==> config.mk <==
export PLATFORM = sky130hd
export DESIGN_NAME = qw_dds_tone
export DESIGN_NICKNAME = d
export VERILOG_FILES = /design/src/rtl/dds_pkg.sv /design/src/rtl/dds_rst_sync.sv /design/src/rtl/dds_phase_acc.sv /design/src/rtl/dds_quarter_rom.sv /design/src/rtl/dds_fold.sv /design/src/rtl/qw_dds_tone.sv
export SDC_FILE = /design/constraint.sdc
export NUM_CORES = 1
export LEC_CHECK = 0
export BUFFER_PORTS_ARGS = -buffer_cell sky130_fd_sc_hd__buf_4
export CAP_MARGIN = 20
export CORE_MARGIN = 1.5
export CORE_UTILIZATION = 30
export CTS_CLUSTER_SIZE = 25
export DETAILED_ROUTE_END_ITERATION = 16
export HOLD_SLACK_MARGIN = 0.12
export PLACE_DENSITY_LB_ADDON = 0.2
export SLEW_MARGIN = 5
export SYNTH_ARGS = -nofsm -noshare
export SYNTH_HDL_FRONTEND = slang
export SYNTH_SLANG_ARGS = --single-unit
==> constraint.sdc <==
create_clock -name clk -period 3.05 [get_ports clk]
set_input_delay 0.305 -clock clk [delete_from_list [all_inputs] [get_ports clk]]
set_output_delay 0.305 -clock clk [all_outputs]
set_load 0.01 [all_outputs]
==> src/rtl/dds_pkg.sv <==
package dds_pkg;
  localparam int DEF_PHASE_W = 26;
  localparam int DEF_ADDR_W  = 6;
  localparam int DEF_SAMP_W  = 8;

  // Quarter-wave magnitude at the centre of slot idx, rational sine approximation.
  // Angle unit: half a period equals 4*2^addr_w, slot centre at 2*idx+1.
  function automatic int quarter_mag(int idx, int addr_w, int amp);
    longint p, u, x, d;
    p = 64'(4) << addr_w;
    u = 2 * longint'(idx) + 1;
    x = u * (p - u);
    d = 5 * p * p - 4 * x;
    return int'((2 * 16 * longint'(amp) * x + d) / (2 * d));
  endfunction
endpackage

==> src/rtl/dds_rst_sync.sv <==
module dds_rst_sync (
  input  logic clk,
  input  logic rst_n,
  output logic rst_sync_n
);
  logic stage1_q, stage2_q;

  always_ff @(posedge clk or negedge rst_n) begin
    if (!rst_n) begin
      stage1_q <= 1'b0;
      stage2_q <= 1'b0;
    end else begin
      stage1_q <= 1'b1;
      stage2_q <= stage1_q;
    end
  end

  assign rst_sync_n = stage2_q;
endmodule

==> src/rtl/dds_phase_acc.sv <==
module dds_phase_acc #(
  parameter int PHASE_W = dds_pkg::DEF_PHASE_W,
  parameter int TOP_W   = dds_pkg::DEF_ADDR_W + 2
) (
  input  logic               clk,
  input  logic               rst_n,
  input  logic [PHASE_W-1:0] inc,
  output logic [TOP_W-1:0]   phase_top
);
  logic [PHASE_W-1:0] phase_q, phase_d;
  logic               live_q;

  always_comb begin
    phase_d = phase_q + inc;
  end

  always_ff @(posedge clk or negedge rst_n) begin
    if (!rst_n) begin
      phase_q <= '0;
      live_q  <= 1'b0;
    end else begin
      phase_q <= phase_d;
      live_q  <= 1'b1;
    end
  end

  assign phase_top = phase_q[PHASE_W-1 -: TOP_W];

  // phase grows by the increment seen at the previous edge, wrapping naturally
  p_phase_step_r1: assert property (@(posedge clk) disable iff (!rst_n)
    live_q |=> (phase_q == PHASE_W'($past(phase_q) + $past(inc))));
endmodule

==> src/rtl/dds_quarter_rom.sv <==
module dds_quarter_rom #(
  parameter int ADDR_W = dds_pkg::DEF_ADDR_W,
  parameter int MAG_W  = dds_pkg::DEF_SAMP_W - 1
) (
  input  logic [ADDR_W-1:0] addr,
  output logic [MAG_W-1:0]  mag
);
  localparam int DEPTH = 1 << ADDR_W;
  localparam int AMP   = (1 << MAG_W) - 1;

  logic [MAG_W-1:0] tbl [DEPTH];

  for (genvar g = 0; g < DEPTH; g++) begin : g_entry
    assign tbl[g] = MAG_W'(dds_pkg::quarter_mag(g, ADDR_W, AMP));
  end

  assign mag = tbl[addr];
endmodule

==> src/rtl/dds_fold.sv <==
module dds_fold #(
  parameter int ADDR_W = dds_pkg::DEF_ADDR_W,
  parameter int SAMP_W = dds_pkg::DEF_SAMP_W
) (
  input  logic [ADDR_W+1:0] phase_top,
  output logic [SAMP_W-1:0] value
);
  localparam int MAG_W = SAMP_W - 1;
  localparam logic [SAMP_W:0] MID = (SAMP_W+1)'(1) << (SAMP_W - 1);
  localparam logic [SAMP_W:0] TOP = (SAMP_W+1)'((1 << SAMP_W) - 1);

  logic              lower_half, mirror;
  logic [ADDR_W-1:0] raw_addr, rom_addr;
  logic [MAG_W-1:0]  mag;
  logic [SAMP_W:0]   wide;

  assign lower_half = phase_top[ADDR_W+1];
  assign mirror     = phase_top[ADDR_W];
  assign raw_addr   = phase_top[ADDR_W-1:0];

  always_comb begin
    rom_addr = mirror ? ~raw_addr : raw_addr;
  end

  dds_quarter_rom #(.ADDR_W(ADDR_W), .MAG_W(MAG_W)) u_rom (
    .addr (rom_addr),
    .mag  (mag)
  );

  always_comb begin
    if (lower_half) wide = MID - (SAMP_W+1)'(mag);
    else            wide = MID + (SAMP_W+1)'(mag);
    if (wide > TOP) value = TOP[SAMP_W-1:0];
    else            value = wide[SAMP_W-1:0];
  end
endmodule

==> src/rtl/qw_dds_tone.sv <==
module qw_dds_tone #(
  parameter int PHASE_W = dds_pkg::DEF_PHASE_W,
  parameter int ADDR_W  = dds_pkg::DEF_ADDR_W,
  parameter int SAMP_W  = dds_pkg::DEF_SAMP_W
) (
  input  logic               clk,
  input  logic               rst_n,
  input  logic               tone_en,
  input  logic [PHASE_W-1:0] phase_inc,
  output logic [SAMP_W-1:0]  sample
);
  localparam int TOP_W = ADDR_W + 2;

  logic              rst_sync_n;
  logic [TOP_W-1:0]  phase_top;
  logic [SAMP_W-1:0] folded, sample_d, sample_q;

  dds_rst_sync u_rst (
    .clk        (clk),
    .rst_n      (rst_n),
    .rst_sync_n (rst_sync_n)
  );

  dds_phase_acc #(.PHASE_W(PHASE_W), .TOP_W(TOP_W)) u_acc (
    .clk       (clk),
    .rst_n     (rst_sync_n),
    .inc       (phase_inc),
    .phase_top (phase_top)
  );

  dds_fold #(.ADDR_W(ADDR_W), .SAMP_W(SAMP_W)) u_fold (
    .phase_top (phase_top),
    .value     (folded)
  );

  always_comb begin
    sample_d = tone_en ? folded : '0;
  end

  always_ff @(posedge clk or negedge rst_sync_n) begin
    if (!rst_sync_n) sample_q <= '0;
    else             sample_q <= sample_d;
  end

  assign sample = sample_q;

  // muted input gives an all-zero sample one edge later
  p_mute_zero_r5: assert property (@(posedge clk) disable iff (!rst_sync_n)
    !tone_en |=> (sample == '0));

  // an enabled sample never drops to zero
  p_enabled_floor_r6: assert property (@(posedge clk) disable iff (!rst_sync_n)
    tone_en |=> (sample != '0));

  // upper half-wave lands at or above midscale
  p_upper_sign_r4: assert property (@(posedge clk) disable iff (!rst_sync_n)
    (tone_en && !phase_top[TOP_W-1]) |=> sample[SAMP_W-1]);

  // lower half-wave lands below midscale
  p_lower_sign_r4: assert property (@(posedge clk) disable iff (!rst_sync_n)
    (tone_en && phase_top[TOP_W-1]) |=> !sample[SAMP_W-1]);
endmodule

==> results.ini <==
[worst_setup_path]
worstPathMaxFanout=25
crit_arrival_ps=2910
critPathLaunchType=register
worstSetupEndpointType=register
crit_type=register to register
cp_cell_sequence=inv_1 > buf_4 > o21ai_0 > a21oi_1 > o32ai_1 > nor2b_2 > inv_1 > ha_1 > nand4_1 > nand3b_1 > a21oi_2
max_stage_delay_ps=780
critPathRequiredTime_ps=3260
cpMostUsedCell=inv_1
slowest_stage=dfrtp_1

[clocking]
clk_latency_ps=280
h-tree-depth=2
cts_root_buf=clkbuf_16
path_clk_slew_ps=60
cts_tree=built
cts_buffers=5
cts_buffer_depth=2
post_cts_buffers=0
cts.sinks=36

[yosys]
synth_nets=493
yosysWarnings=0
yosysSeqAreaShare_pct=24.57
synth_top_area_share_pct=24.57
synth_edf_count=0
syn_avg_cell_area_sq_um=8.389
synth_seq_cells=36
netlist_area_sq_um=3666
synthFlopType=dfrtp_1
synth_area_leaders=dfrtp_1 25%, ha_1 8.9%, a21oi_1 5.5%
synthCells=437
synth_top_area_cell=dfrtp_1
synth.distinct_cells=78
async_reset_ff_share_pct=100.0

[routing]
drt-pass1-iter-count=4
first_iter_violations=184
viasPerCell=5.377
topRoutingLayerUsed=met4
wl_met3_um=425
drcViolationCount=0
antenna_left=0
drt-total-wl_um=9218
wl_met1_um=4278
avgRoutedWirePerCell_um=14.80
wl_met2_um=4438
vias=3350

[power]
ir_drop_uv=431.8
powerDensity_nw_per_um2=1294
leakagePower_nw=1.883

[sta]
relSlewSlack_pct=54.09
drv_slew=0
clock.fmax_mhz=371.4
rsz0062_at_grt=no
setup_viol=0
tns_ps=0
worst_slew_pin_slew_ps=688.7
setup_ws_ps=357.5
hold_viol=0
final.min_clock_period_ps=2692
finalCritPeriodShare_pct=88.28
fin_worst_skew_ps=4.105

[cells_and_area]
layout_commonest_cell=buf_4
layout_common_cells=58 x buf_4, 40 x a21oi_1, 36 x dfrtp_1
n_antenna_cell=0
drive_above_1_share_pct=18.49
fillers=1250
fin_nets=531
syn2layout_area_growth_pct=16.28

[global_route]
track_usage_pct=14.89
grt_max_degree=35
grt_remaining_overflow=0
antenna_found_initial=0
grt_pass1_wl_um=15690
grt_pass1_vias=3312

[outcome]
status=finished clean

[die]
fp.dieW_um=113.5
fp-row-count=40
ios=37
die_area_sq_um=12890
initial_core_util_pct=30.65
die_h_um=113.5
core_area_sq_um=11960

[placement]
place_congestion=0.8599
port_buffers=36
post-place-ws_ps=378.3
dp_hpwl_um=7099

[min_path]
holdCritPathClass=primary input to register

[job]
maxCapViolations=0

## cells by family (layout without fill, tap and decap cells)
group | after synthesis | after routing | share of synthesized area [%]
compound gates | 160 | 160 | 30.72
simple gates | 133 | 133 | 20.17
buf+inv | 48 | 87 | 7.099
flops | 36 | 36 | 24.57
fa+ha+maj | 28 | 28 | 9.693
xor+xnor | 28 | 28 | 6.689
mux | 3 | 3 | 0.9555
other cells | 1 | 1 | 0.1023
## through the flow
stage               hold slack, ps  std cells  instance area [sq um]  total power, mW  util, %
finish                       245.5        623                   4263            5.516    35.64
global route                 252.6        623                   4263            6.058    35.64
CTS                          244.4        623                   4263            5.549    35.64
detailed placement           91.50        614                   4100            4.960    34.28
global placement             89.25        614                   4100            4.947    34.28
floorplan                    9.409        437                   3666            4.109        -
## synthesized netlist by cell type, drive strengths merged, types with 4 or more instances
library cell	number
a211oi	5
a21o	16
a21oi	42
a31oi	7
and2	4
and3	6
buf	24
clkbuf	4
dfrtp	36
ha	26
inv	20
nand2	29
nand2b	11
nand3	10
nand3b	8
nand4	5
nor2	21
nor2b	10
nor3	8
o211ai	8
o21a	6
o21ai	27
o22ai	5
or2	4
or3b	5
xnor2	16
xor2	12
## where the power goes
part	switching [mW]	internal, mW
logic	2.21	1.80
registers	0.238	0.725
clock network	0.215	0.327
## repair_timing
action | CTS | global route
gates resized for setup | 0 | 0
hold buffers | 1 | 0
hold endpoints to repair | 2 | 0
## state kept, by name (all words and copies together), names as in the netlist
name and flops:
u_acc.phase_q 26, sample 8, u_rst.rst_sync_n 1, u_rst.stage1_q 1
## layout make-up
cell class	instances	area, sq um	area share, %
well taps	147	183.9	4.315
flip-flops and latches	36	900.9	21.13
inverters	20	75.07	1.761
repair buffers	59	445.4	10.45
clock inverters	2	13.76	0.3229
multi-input cells	353	2505	58.76
clock buffers	6	138.9	3.258
## per-layer routing
layer	GRT usage, %	vias up
met1	19.21	1584
li1	-	1697
met5	0	-
met3	3.241	6
met4	3.333	0
met2	25.54	63
## worst paths after layout
path / slack, ps / depth (start not counted) / end / start
worst max-delay path: 360 / 11 / sample[4] / u_acc.phase_q[21]
worst min-delay path: 250 / 2 / u_acc.phase_q[0] / phase_inc[0]
worst max register to register: 360 / 11 / sample[4] / u_acc.phase_q[21]
worst min register to register: 280 / 1 / u_acc.phase_q[18] / u_rst.rst_sync_n
max in group asynchronous: 2440 / 1 / sample[2] / u_rst.rst_sync_n
min in group asynchronous: 280 / 1 / u_acc.phase_q[18] / u_rst.rst_sync_n
## critical path: cells and delay by family, from the launching register on
family / cells / cell delay [ps]
flip-flops: 1 / 780
AO/OA/AOI/OAI: 4 / 610
AND/OR/NAND/NOR: 3 / 590
buffers and inverters: 3 / 440
adder cells (fa/ha/maj): 1 / 200
Power figures use the tool's default switching activity.
